$ cat src/rtl/gpio_pkg.sv
package gpio_pkg;
    typedef enum logic [1:0] {
        RGN_NONE = 2'd0,
        RGN_DATA = 2'd1,
        RGN_DIR  = 2'd2,
        RGN_IRQ  = 2'd3
    } gpio_rgn_e;

    localparam int unsigned CTRL_BASE = 32'h400;
    localparam int unsigned IDX_W     = 3;
endpackage

$ cat src/rtl/gpio_sync.sv
module gpio_sync #(
    parameter int unsigned W = 8
) (
    input  logic         clk,
    input  logic         rst_n,
    input  logic [W-1:0] din,
    output logic [W-1:0] dout
);
    typedef struct packed {
        logic [W-1:0] s1;
        logic [W-1:0] s2;
    } sync_t;

    sync_t st_d, st_q;

    always_comb begin
        st_d    = st_q;
        st_d.s1 = din;
        st_d.s2 = st_q.s1;
    end

    always_ff @(posedge clk or negedge rst_n) begin
        if (!rst_n) st_q <= '0;
        else        st_q <= st_d;
    end

    assign dout = st_q.s2;

    // output is the first stage delayed by exactly one edge
    p_two_stage_r6: assert property (@(posedge clk) disable iff (!rst_n)
        1'b1 |=> (st_q.s2 == $past(st_q.s1)));
endmodule

$ cat src/rtl/gpio_decode.sv
module gpio_decode
    import gpio_pkg::*;
#(
    parameter int unsigned NPIN = 8,
    parameter int unsigned AW   = 12
) (
    input  logic [AW-1:0]    addr,
    output gpio_rgn_e        rgn,
    output logic [NPIN-1:0]  mask,
    output logic [IDX_W-1:0] idx
);
    localparam int unsigned WIN_TOP = NPIN + 2;
    localparam logic [AW-1:0] CTRL_A = AW'(CTRL_BASE);

    logic data_hit, ctrl_hit;

    always_comb begin
        data_hit = (addr[AW-1:WIN_TOP] == '0);
        ctrl_hit = (addr[AW-1:IDX_W+2] == CTRL_A[AW-1:IDX_W+2]);
        mask     = addr[WIN_TOP-1:2];
        idx      = addr[IDX_W+1:2];
        if (data_hit)            rgn = RGN_DATA;
        else if (!ctrl_hit)      rgn = RGN_NONE;
        else if (idx == '0)      rgn = RGN_DIR;
        else                     rgn = RGN_IRQ;
    end
endmodule

$ cat src/rtl/gpio_regs.sv
module gpio_regs #(
    parameter int unsigned NPIN = 8
) (
    input  logic            clk,
    input  logic            rst_n,
    input  logic            wr_dir,
    input  logic            wr_data,
    input  logic [NPIN-1:0] mask,
    input  logic [NPIN-1:0] wdata,
    output logic [NPIN-1:0] dir_q,
    output logic [NPIN-1:0] data_q
);
    typedef struct packed {
        logic [NPIN-1:0] dir;
        logic [NPIN-1:0] data;
    } regs_t;

    regs_t r_d, r_q;
    logic [NPIN-1:0] upd;

    always_comb begin
        r_d = r_q;
        upd = mask & r_q.dir;
        if (wr_dir)  r_d.dir  = wdata;
        if (wr_data) r_d.data = (r_q.data & ~upd) | (wdata & upd);
    end

    always_ff @(posedge clk or negedge rst_n) begin
        if (!rst_n) r_q <= '0;
        else        r_q <= r_d;
    end

    assign dir_q  = r_q.dir;
    assign data_q = r_q.data;

    // direction changes only on a direction write
    p_dir_hold_r2: assert property (@(posedge clk) disable iff (!rst_n)
        !wr_dir |=> $stable(dir_q));

    // data bits of input pins never change
    p_input_hold_r4: assert property (@(posedge clk) disable iff (!rst_n)
        1'b1 |=> (((data_q ^ $past(data_q)) & ~$past(dir_q)) == '0));

    // data bits outside the address mask never change
    p_mask_hold_r3: assert property (@(posedge clk) disable iff (!rst_n)
        wr_data |=> (((data_q ^ $past(data_q)) & ~$past(mask)) == '0));
endmodule

$ cat src/rtl/gpio_port.sv
module gpio_port
    import gpio_pkg::*;
#(
    parameter int unsigned NPIN = 8,
    parameter int unsigned AW   = 12,
    parameter int unsigned DW   = 32
) (
    input  logic             clk,
    input  logic             rst_n,
    input  logic             psel,
    input  logic             penable,
    input  logic             pwrite,
    input  logic [AW-1:0]    paddr,
    input  logic [DW-1:0]    pwdata,
    output logic [DW-1:0]    prdata,
    input  logic [NPIN-1:0]  pad_in,
    output logic [NPIN-1:0]  pad_out,
    output logic [NPIN-1:0]  pad_oe,
    output logic [NPIN-1:0]  pin_sync,
    output logic [IDX_W-1:0] irq_sel,
    output logic             irq_wr,
    output logic             irq_rd,
    output logic [NPIN-1:0]  irq_wdata,
    input  logic [NPIN-1:0]  irq_rdata
);
    gpio_rgn_e       rgn;
    logic [NPIN-1:0] mask;
    logic [IDX_W-1:0] idx;
    logic            access, wr_acc, rd_acc;
    logic [NPIN-1:0] dir_q, data_q, sync_lvl;

    gpio_decode #(.NPIN(NPIN), .AW(AW)) u_dec (
        .addr (paddr),
        .rgn  (rgn),
        .mask (mask),
        .idx  (idx)
    );

    gpio_sync #(.W(NPIN)) u_sync (
        .clk   (clk),
        .rst_n (rst_n),
        .din   (pad_in),
        .dout  (sync_lvl)
    );

    always_comb begin
        access = psel & penable;
        wr_acc = access & pwrite;
        rd_acc = access & ~pwrite;
    end

    gpio_regs #(.NPIN(NPIN)) u_regs (
        .clk     (clk),
        .rst_n   (rst_n),
        .wr_dir  (wr_acc && (rgn == RGN_DIR)),
        .wr_data (wr_acc && (rgn == RGN_DATA)),
        .mask    (mask),
        .wdata   (pwdata[NPIN-1:0]),
        .dir_q   (dir_q),
        .data_q  (data_q)
    );

    always_comb begin
        prdata = '0;
        if (rd_acc) begin
            unique case (rgn)
                RGN_DATA: prdata[NPIN-1:0] = sync_lvl & mask;
                RGN_DIR:  prdata[NPIN-1:0] = dir_q;
                RGN_IRQ:  prdata[NPIN-1:0] = irq_rdata;
                default:  prdata = '0;
            endcase
        end
    end

    assign pad_out   = data_q;
    assign pad_oe    = dir_q;
    assign pin_sync  = sync_lvl;
    assign irq_sel   = idx;
    assign irq_wdata = pwdata[NPIN-1:0];
    assign irq_wr    = wr_acc && (rgn == RGN_IRQ);
    assign irq_rd    = rd_acc && (rgn == RGN_IRQ);

    // interrupt strobe only in a write access cycle to a nonzero index
    p_irq_strobe_r7: assert property (@(posedge clk) disable iff (!rst_n)
        irq_wr |-> (psel && penable && pwrite && (irq_sel != '0)));

    // an interrupt register write leaves pads untouched
    p_irq_no_pad_r7: assert property (@(posedge clk) disable iff (!rst_n)
        irq_wr |=> ($stable(pad_out) && $stable(pad_oe)));

    // unselected data bits read as zero
    p_read_mask_r5: assert property (@(posedge clk) disable iff (!rst_n)
        (rd_acc && (paddr[AW-1:NPIN+2] == '0)) |-> ((prdata[NPIN-1:0] & ~paddr[NPIN+1:2]) == '0));

    // writes to unmapped offsets leave pads untouched
    p_unmapped_write_r9: assert property (@(posedge clk) disable iff (!rst_n)
        (wr_acc && (rgn == RGN_NONE)) |=> ($stable(pad_out) && $stable(pad_oe)));
endmodule

$ cat config.mk
export PLATFORM = sky130hd
export DESIGN_NAME = gpio_port
export DESIGN_NICKNAME = d
export VERILOG_FILES = /design/src/rtl/gpio_pkg.sv /design/src/rtl/gpio_sync.sv /design/src/rtl/gpio_decode.sv /design/src/rtl/gpio_regs.sv /design/src/rtl/gpio_port.sv
export SDC_FILE = /design/constraint.sdc
export NUM_CORES = 1
export LEC_CHECK = 0
export ABC_AREA = 1
export BUFFER_PORTS_ARGS = -buffer_cell sky130_fd_sc_hd__clkbuf_2
export CORE_AREA = 2 2 71 73
export DETAILED_ROUTE_END_ITERATION = 12
export DIE_AREA = 0 0 73 75
export PLACE_DENSITY = 0.78
export SYNTH_ARGS = -nofsm -noshare
export SYNTH_HDL_FRONTEND = slang
export SYNTH_HIERARCHICAL = 1
export SYNTH_SLANG_ARGS = --single-unit
$ cat constraint.sdc
create_clock -name clk -period 2.52 [get_ports clk]
set_input_delay 0.756 -clock clk [delete_from_list [all_inputs] [get_ports clk]]
set_output_delay 0.756 -clock clk [all_outputs]
set_load 0.05 [all_outputs]
==> metrics.yaml, run 1 <==
logic_synthesis:
  synthAdderAreaFrac_pct: 0
  synth_seq_area_share_pct: 44.1
  synth_seq_cells: 32
  synth_area_um2: 1820
  syn_inst: 221
  synthSimpleGateAreaFrac_pct: 28.0
  postSynthAreaPerCell_um2: 8.22
  synth_cell_type_count: 20
  synth_xor_area_share_pct: 0
  yosys_warnings: 6
  synth_top_family_by_area: "simple AND/OR/NAND/NOR gates"
  synth_mux_area_share_pct: 0
  synth_compound_area_share_pct: 2.20
min_path:
  min_from: "u_sync/st_d[2]$_DFF_PN0_"
  hold_path_end: "u_sync/dout[2]$_DFF_PN0_"
  worstHoldPathCells: 0
  hp-class: "reg2reg"
outcome:
  outcome: "complete, but fails checks"
  violations: "setup timing"
placement:
  place_congestion: 0.740
  port-buffer-count: 83
  post-place-ws_ns: -0.385
  hpwl_um: 3370
clock_tree:
  cts.clk_slew.worst_paths_ns: 0.06
  cts_buffer_depth: 2
  cts_sinks: 32
  cts-htree-levels: 2
  clk_latency_ns: 0.28
  cts-buffers-inserted: 5
  cts_tree: "done"
  root_buffer: "clkbuf_8"
route:
  vias_per_cell: 4.47
  wl_um: 4590
  first_pass_iters: 4
  vias: 1613
  drc: 0
  drt-initial-drc-count: 62
  ant_nets: 0
  routedWlPerCell_um: 12.7
layout:
  drive_gt1_share_pct: 51.5
  final_common_cell: "clkbuf_2"
  nets: 371
  antenna_cells: 0
  syn_to_final_growth_pct: 42.6
  final_cell_mix: "clkbuf_2, nand2_1, dfrtp_1, conb_1"
floorplanning:
  core_um2: 4660
  rows: 25
  die_w_um: 73
  dieArea_um2: 5480
  dieHeight_um: 75
  start_util_pct: 39.0
  pin_count: 134
timing:
  layout_setup_ws_ns: -0.158
  rsz0062_at_grt: "true"
  whs_ns: 0.349
  slew_viol_final: 0
  tightest_slew_ns: 0.820
  period_share_pct: 106
  min_period_ns: 2.68
  max_freq_mhz: 373
  timing.setup.tns_ns: -1.06
  setup_viol: 9
  skew_ns: 0.00481
  final_hold_viol_count: 0
  slew-limit-headroom_pct: 45.4
worst_setup_path:
  cp.arrival_ns: 1.92
  cp.required_ns: 1.76
  critPathMaxFanout: 6
  r2r-start: "u_regs/dir_q[1]$_DFFE_PN0P_"
  reg2regPathDepth: 3
  end_kind: "output port"
  startpoint_type: "input pin"
  regToRegSetupSlack_ns: 1.77
  path_class: "in2out"
global_route:
  grt.total_usage_pct: 16.9
  grt_overflow: 0
  grt_pass1_wl_um: 6880
  antenna_found_initial: 0
  grt_max_degree: 33
  grt_pass1_vias: 1491
power_and_ir_drop:
  p_leak_nw: 1.35
  powerDensity_nw_per_um2: 553
  total_power_w: 0.00143
  ir_drop_v: 0.000367
job:
  max_cap_viol_count: 0
-- Yosys cell counts --
cell | number | share of area [%]
and2_1 | 1 | 0.34
buf_12 | 1 | 1.1
buf_4 | 43 | 18
buf_6 | 4 | 2.5
buf_8 | 1 | 0.83
conb_1 | 1 | 0.21
dfrtp_1 | 32 | 44
inv_1 | 15 | 3.1
inv_2 | 1 | 0.21
nand2_1 | 46 | 9.5
nand2_2 | 1 | 0.34
nand3_1 | 24 | 6.6
nand3_2 | 2 | 1.1
nand3b_1 | 1 | 0.41
nand4_1 | 8 | 2.8
nor2_1 | 29 | 6.0
nor2_2 | 1 | 0.34
nor3_1 | 1 | 0.28
o21ai_0 | 8 | 2.2
or2_1 | 1 | 0.34
-- worst max path at each step --
stage                         from         to  slack, ns
after floorplan           paddr[9]  prdata[2]      -0.13
after detailed placement  paddr[6]  prdata[3]      -0.39
after global routing      paddr[5]  prdata[6]      -0.23
final                     paddr[5]  prdata[7]      -0.16
after global placement    paddr[6]  prdata[1]      -0.34
after CTS                 paddr[8]  prdata[5]      -0.16
-- kinds of logic (layout without fill, tap and decap cells) --
family	Yosys count	after routing
simple gates	115	115
other cells	1	24
compound gates	8	8
flops	32	32
buf+inv	65	128
-- worst max-delay path, cell delays in order --
cell and delay, ns:
buf_6 0.10, inv_4 0.04, nand2_4 0.05, nor2_4 0.12, nand3_2 0.10, nand2_4 0.13
buf_6 0.15, nand3_2 0.07, nand2_2 0.08, nor2_4 0.04, nor2_4 0.13, buf_12 0.14
-- through the flow --
stage               util, %  cells  cell area, um^2
detailed placement     47.1    349             2190
floorplan                 -    244             1970
CTS                    52.7    359             2450
global route           55.6    361             2590
finish                 55.6    361             2590
global placement       47.1    349             2190
-- repair_timing --
| action | CTS | global route |
|---|---|---|
| hold buffers | 0 | 0 |
| gates resized for setup | 42 | 34 |
| gates cloned | 0 | 1 |
| pin swaps | 15 | 16 |
| setup endpoints to repair | 10 | 10 |
| setup buffers | 2 | 1 |
-- per-layer routing --
metal	vias up	share of wire, %	global-route usage, %
met5	-	0	0
li1	801	-	-
met2	54	56	29.9
met3	4	6.0	5.35
met4	0	0.87	5.56
met1	754	38	19.4
-- power by group --
part,leakage [nW],switching (W),internal [W]
clock,0.0510,0.000189,0.000218
combinational,0.932,0.000344,0.0000999
sequential,0.362,0.0000249,0.000556
-- final cells by class --
type | count | area, um^2
Inverter | 16 | 67.6
Clock buffer | 6 | 82.6
Tap cell | 54 | 67.6
Sequential cell | 32 | 801
Fill cell | 422 | 2070
Multi-Input combinational cell | 147 | 821
Clock inverter | 2 | 10.0
Timing Repair Buffer | 104 | 741
No activity file was read; power rests on OpenSTA's default activity.
==> run 2: changes to the inputs <==
==> constraint.sdc (replaced) <==
create_clock -name clk -period 2.52 [get_ports clk]
set_input_delay 0.756 -clock clk [delete_from_list [all_inputs] [get_ports clk]]
set_output_delay 0.756 -clock clk [all_outputs]
set_load 0.01 [all_outputs]
==> run 2 against run 1 <==
Compared with the run above:
- the flow still finishes with violations (setup timing)
- total power decreased by 16%
- cell count decreased by 0.55%
- critical path depth unchanged
- count of clock-buffer cells in the layout unchanged
- sequential cell count unchanged
- hold slack about the same
- global-route usage decreased by 0.47 points
- cell area decreased by 10%
- die area unchanged
- sequential share of layout area increased by 3.5 points
- sequential power about the same
==> metrics.yaml, run 2 (synthesis gave the netlist of run 1 again) <==
placement:
  place_congestion: 0.706  # was 0.740
  port-buffer-count: 83  # unchanged
  hpwl_um: 3450  # was 3370 um
clock_tree:
  root_buffer: "clkbuf_8"  # unchanged
  clk_latency_ns: 0.28  # about the same
  cts-buffers-inserted: 5  # unchanged
  cts_tree: "done"  # unchanged
  cts_sinks: 32  # unchanged
  post_cts_buffers: 0  # was 2
  cts-htree-levels: 2  # unchanged
  cts_buffer_depth: 2  # unchanged
  cts_hold_buf: 0  # unchanged
  cts.clk_slew.worst_paths_ns: 0.07  # was 0.06 ns
route:
  routedWlPerCell_um: 12.5  # was 12.7 um
  first_pass_iters: 4  # unchanged
  drt-initial-drc-count: 21  # was 62
  wl_um: 4490  # was 4590 um
  ant_nets: 0  # unchanged
  vias: 1598  # was 1,613
  drc: 0  # unchanged
  vias_per_cell: 4.45  # was 4.47
layout:
  antenna_cells: 0  # unchanged
  final_cell_mix: "clkbuf_2, nand2_1, dfrtp_1, nor2_1, conb_1"  # was clkbuf_2, nand2_1, dfrtp_1, conb_1
  nets: 369  # was 371
  final_util_pct: 50.0  # was 55.6%
  final_common_cell: "clkbuf_2"  # unchanged
  drive_gt1_share_pct: 43.9  # was 51.5%
  syn_to_final_growth_pct: 28.2  # was 42.6%
outcome:
  violations: "setup timing"  # unchanged
  outcome: "complete, but fails checks"  # unchanged
power_and_ir_drop:
  powerDensity_nw_per_um2: 519  # was 553 nW/um^2
  ir_drop_v: 0.000410  # was 0.000367 V
  p_leak_nw: 1.29  # was 1.35 nW
min_path:
  hp-class: "reg2reg"  # unchanged
timing:
  max_freq_mhz: 383  # was 373 MHz
  tightest_slew_ns: 0.790  # was 0.820 ns
  layout_setup_ws_ns: -0.0915  # was -0.158 ns
  slew_viol_final: 0  # unchanged
  rsz0062_at_grt: "true"  # unchanged
  period_share_pct: 104  # was 106%
  final_hold_viol_count: 0  # unchanged
  slew-limit-headroom_pct: 47.3  # was 45.4%
  min_period_ns: 2.61  # was 2.68 ns
  timing.setup.tns_ns: -0.516  # was -1.06 ns
  skew_ns: 0.00440  # was 0.00481 ns
  setup_viol: 8  # was 9
worst_setup_path:
  slowest_delay_ns: 0.14  # was 0.15 ns
  critPathMaxFanout: 6  # unchanged
  cp_slowest_cell: "buf_6"  # unchanged
  cp.required_ns: 1.76  # about the same
  path_delay_family: "simple AND/OR/NAND/NOR gates"  # unchanged
  worstPathCellList: "buf_8 -> inv_4 -> nand2_4 -> nor2_4 -> nand3_2 -> nand2_4 -> buf_6 -> nand3_2 -> nand2_2 -> nor2_2 -> nor2_1 -> buf_2"  # was buf_6 -> inv_4 -> nand2_4 -> nor2_4 -> nand3_2 -> nand2_4 -> buf_6 -> nand3_2 -> nand2_2 -> nor2_4 -> nor2_4 -> buf_12
  startpoint_type: "input pin"  # unchanged
  end_kind: "output port"  # unchanged
  worst-path-buf-inv: 4  # unchanged
  cp.arrival_ns: 1.86  # was 1.92 ns
  path_class: "in2out"  # unchanged
floorplanning:
  core_um2: 4660  # unchanged
  dieHeight_um: 75  # unchanged
  die_w_um: 73  # unchanged
  start_util_pct: 39.0  # unchanged
  dieArea_um2: 5480  # unchanged
  pin_count: 134  # unchanged
  rows: 25  # unchanged
global_route:
  grt.total_usage_pct: 16.4  # was 16.9%
  antenna_found_initial: 0  # unchanged
  grt_max_degree: 33  # unchanged
  grt_pass1_vias: 1525  # was 1,491
  grt_overflow: 0  # unchanged
  grt_pass1_wl_um: 6800  # was 6880 um
job:
  max_cap_viol_count: 0  # unchanged
[run 2: cell count changes in the layout (fill, tap and decap cells not counted), sizes merged]
cell    before  now
buf         34   30
clkbuf      76   78
[run 2: per-layer routing]
| layer | vias to the layer above | GRT usage [%] | share of wire [%] | routed length, um |
|---|---|---|---|---|
| met3 | 10 | 5.09 | 6.6 | 295 |
| met4 | 0 | 5.56 | 1.8 | 79 |
| li1 | 798 | - | - | - |
| met5 | - | 0 | 0 | 0 |
| met2 | 61 | 29.0 | 51 | 2300 |
| met1 | 729 | 18.9 | 40 | 1820 |
[run 2: cell type report]
class                           instances  area [um^2]
Fill cell                             477         2330
Clock inverter                          2         10.0
Multi-Input combinational cell        147          712
Tap cell                               54         67.6
Clock buffer                            6         82.6
Sequential cell                        32          801
Inverter                               16         65.1
Timing Repair Buffer                  102          592
[run 2: where the power goes]
part | internal, W | switching [W] | total (W)
clock | 0.000218 | 0.000189 | 0.000407
combinational | 0.0000905 | 0.000130 | 0.000221
sequential | 0.000556 | 0.0000250 | 0.000581
[run 2: what timing repair did]
action / CTS / global route
pin swaps: 4 / 14
resized for setup: 11 / 32
endpoints found under the setup margin: 10 / 10
gates cloned: 0 / 0
[run 2: path summary, 6_finish.rpt]
check                                       startpoint                           to  slack [ns]  cells past startpoint
max                                           paddr[9]                    prdata[2]       -0.09                     12
min                           u_sync/st_d[7]$_DFF_PN0_     u_sync/dout[7]$_DFF_PN0_        0.35                      0
max reg2reg                u_regs/dir_q[3]$_DFFE_PN0P_                    flip-flop        1.77                      3
min reg2reg                   u_sync/st_d[7]$_DFF_PN0_     u_sync/dout[7]$_DFF_PN0_        0.35                      0
max in group asynchronous                        rst_n     u_sync/st_d[3]$_DFF_PN0_        1.47                      1
min in group asynchronous                        rst_n  u_regs/dir_q[4]$_DFFE_PN0P_        0.55                      1
[run 2: stage by stage]
stage	instance area [um^2]	setup slack, ns	power, W	hold WS, ns	std cells
final	2330	-0.0915	0.00121	0.349	359
after global routing	2330	-0.197	0.00128	0.358	359
after CTS	2260	-0.144	0.00122	0.351	359
after detailed placement	2130	-0.243	0.000799	0.336	351
after global placement	2130	-0.227	0.000791	0.331	351
after floorplan	1900	0.135	0.000727	0.331	244
==> run 3: changes to the inputs <==
--- a/config.mk
+++ b/config.mk
@@ -6,7 +6,8 @@
 export NUM_CORES = 1
 export LEC_CHECK = 0
 export ABC_AREA = 1
-export BUFFER_PORTS_ARGS = -buffer_cell sky130_fd_sc_hd__clkbuf_2
+export BUFFER_PORTS_ARGS = -buffer_cell sky130_fd_sc_hd__buf_2
+export CAP_MARGIN = 20
 export CORE_AREA = 2 2 71 73
 export DETAILED_ROUTE_END_ITERATION = 12
 export DIE_AREA = 0 0 73 75
==> run 3 against run 2 <==
Compared with the run above:
- the run still ends with setup timing left
- clock skew down 0.0026 ns
- hold slack worse by 0.0011 ns
- clock power grew 17%
- first-iteration DRC count rose to 3.5 times the previous value
- cell area is 0.91% higher
- count of clock-buffer cells in the layout stayed put
- total power is 6.0% higher
- cell count down 0.28%
- utilization rose by 0.46 points
- critical path depth unchanged
- highest routed layer unchanged
==> metrics.yaml, run 3 (synthesis gave the netlist of run 1 again) <==
outcome:
  outcome: "complete, but fails checks"  # unchanged
  violations: "setup timing"  # unchanged
floorplanning:
  dieHeight_um: 75  # unchanged
  die_w_um: 73  # unchanged
  pin_count: 134  # unchanged
  dieArea_um2: 5480  # unchanged
  start_util_pct: 39.0  # unchanged
  core_um2: 4660  # unchanged
  rows: 25  # unchanged
power_and_ir_drop:
  ir_drop_v: 0.000316  # was 0.000410 V
  powerDensity_nw_per_um2: 545  # was 519 nW/um^2
  p_leak_nw: 1.27  # was 1.29 nW
worst_setup_path:
  end_kind: "output port"  # unchanged
  startpoint_type: "input pin"  # unchanged
  cp.arrival_ns: 1.86  # about the same
  critPathCapture: "prdata[5]"  # was prdata[2]
  reg2regPathDepth: 3  # unchanged
  path_class: "in2out"  # unchanged
  r2r-start: "u_regs/dir_q[3]$_DFFE_PN0P_"  # unchanged
  cp.required_ns: 1.76  # about the same
  regToRegSetupSlack_ns: 1.76  # was 1.77 ns
  crit_start: "paddr[7]"  # was paddr[9]
  critPathMaxFanout: 6  # unchanged
clock_tree:
  cts-htree-levels: 2  # unchanged
  clk_latency_ns: 0.28  # about the same
  cts-buffers-inserted: 5  # unchanged
  cts.clk_slew.worst_paths_ns: 0.06  # was 0.07 ns
  cts_sinks: 32  # unchanged
  root_buffer: "clkbuf_8"  # unchanged
  cts_buffer_depth: 2  # unchanged
  cts_tree: "done"  # unchanged
timing:
  period_share_pct: 104  # about the same
  max_freq_mhz: 382  # was 383 MHz
  timing.setup.tns_ns: -0.642  # was -0.516 ns
  slew-limit-headroom_pct: 50.5  # was 47.3%
  rsz0062_at_grt: "true"  # unchanged
  min_period_ns: 2.62  # was 2.61 ns
  skew_ns: 0.00179  # was 0.00440 ns
  tightest_slew_ns: 0.742  # was 0.790 ns
  slew_viol_final: 0  # unchanged
  final_hold_viol_count: 0  # unchanged
  setup_viol: 8  # unchanged
  layout_setup_ws_ns: -0.0983  # was -0.0915 ns
layout:
  syn_to_final_growth_pct: 29.4  # was 28.2%
  final_cell_mix: "buf_2, nand2_1, dfrtp_1, nor2_1, conb_1"  # was clkbuf_2, nand2_1, dfrtp_1, nor2_1, conb_1
  regArea_um2: 801  # unchanged
  final_common_cell: "buf_2"  # was clkbuf_2
  nets: 368  # was 369
  final_util_pct: 50.4  # was 50.0%
  antenna_cells: 0  # unchanged
  multiInputGateArea_um2: 716  # was 712 um^2
  drive_gt1_share_pct: 43.4  # was 43.9%
  fillers: 456  # was 477
  fin_cells: 358  # was 359
global_route:
  grt_pass1_wl_um: 6840  # was 6800 um
  grt.total_usage_pct: 16.6  # was 16.4%
  grt_max_degree: 33  # unchanged
  antenna_found_initial: 0  # unchanged
  grt_overflow: 0  # unchanged
  grt_pass1_vias: 1454  # was 1,525
placement:
  dp_cells: 349  # was 351
  hpwl_um: 3340  # was 3450 um
  place_congestion: 0.755  # was 0.706
  port-buffer-count: 83  # unchanged
route:
  wl_met3_um: 335  # was 295 um
  vias_per_cell: 4.51  # was 4.45
  route.met2.wl_um: 2180  # was 2300 um
  drt-initial-drc-count: 74  # was 21
  drc: 0  # unchanged
  first_pass_iters: 6  # was 4
  top_layer_used: "met4"  # unchanged
  vias: 1616  # was 1,598
  ant_nets: 0  # unchanged
  routedWlPerCell_um: 12.4  # was 12.5 um
  wl_um: 4430  # was 4490 um
  m1WireLength_um: 1850  # was 1820 um
job:
  max_cap_viol_count: 0  # unchanged
min_path:
  hp-class: "reg2reg"  # unchanged
  worstHoldPathCells: 0  # unchanged
run 3: cell count changes in the layout (fill, tap and decap cells not counted), sizes merged:
cell | previous run | this run
clkbuf | 78 | 6
clkinv | 2 | 1
buf | 30 | 101
bufinv | 0 | 1
run 3: worst min-delay path by stage:
| stage | startpoint | end | slack, ns |
|---|---|---|---|
| after floorplan | u_sync/st_d[0]$_DFF_PN0_ | u_sync/dout[0]$_DFF_PN0_ | 0.33 |
| after global placement | u_sync/st_d[6]$_DFF_PN0_ | u_sync/dout[6]$_DFF_PN0_ | 0.33 |
| after detailed placement | u_sync/st_d[2]$_DFF_PN0_ | u_sync/dout[2]$_DFF_PN0_ | 0.34 |
| after CTS | u_sync/st_d[2]$_DFF_PN0_ | u_sync/dout[2]$_DFF_PN0_ | 0.35 |
| after global routing | u_sync/st_d[3]$_DFF_PN0_ | u_sync/dout[3]$_DFF_PN0_ | 0.36 |
| final | u_sync/st_d[2]$_DFF_PN0_ | u_sync/dout[2]$_DFF_PN0_ | 0.35 |
run 3: final cells by class:
type                            count  area share [%]
Sequential cell                    32            34.1
Multi-Input combinational cell    147            30.4
Timing Repair Buffer              101            25.4
Clock buffer                        6            3.09
Tap cell                           54            2.87
Inverter                           16            2.66
Clock inverter                      2            1.49
run 3: report_power, final:
group | total [W] | internal, W | switching [W]
sequential | 0.000580 | 0.000556 | 0.0000238
clock | 0.000478 | 0.000293 | 0.000185
combinational | 0.000223 | 0.0000931 | 0.000129
run 3: critical path, cell delays in order:
cell and delay, ns:
buf_6 0.09, inv_2 0.04, nand2_2 0.06, nor2_4 0.13, nand3_2 0.10, nand2_4 0.14
buf_6 0.15, nand3_1 0.06, nand2_1 0.06, nor2_1 0.04, nor2_1 0.10, buf_2 0.14
run 3: per-stage QoR:
stage / setup slack, ns / hold WS [ns] / power, W / area, um^2
final: -0.0983 / 0.348 / 0.00128 / 2350
after global routing: -0.216 / 0.363 / 0.00135 / 2350
after CTS: -0.0871 / 0.351 / 0.00129 / 2310
after detailed placement: -0.209 / 0.336 / 0.000795 / 2120
after global placement: -0.172 / 0.332 / 0.000788 / 2120
after floorplan: 0.135 / 0.331 / 0.000727 / 1900
run 3: metal layers:
metal | up-vias | track usage (%)
met1 | 738 | 21.2
met2 | 77 | 26.4
li1 | 794 | -
met3 | 7 | 5.35
met4 | 0 | 5.97
met5 | - | 0
run 3: what timing repair did:
item,4_1_cts,5_1_grt
hold buffers,0,0
buffers inserted,1,0
endpoints found under the setup margin,10,10
pin swaps,16,16
resized for setup,27,7
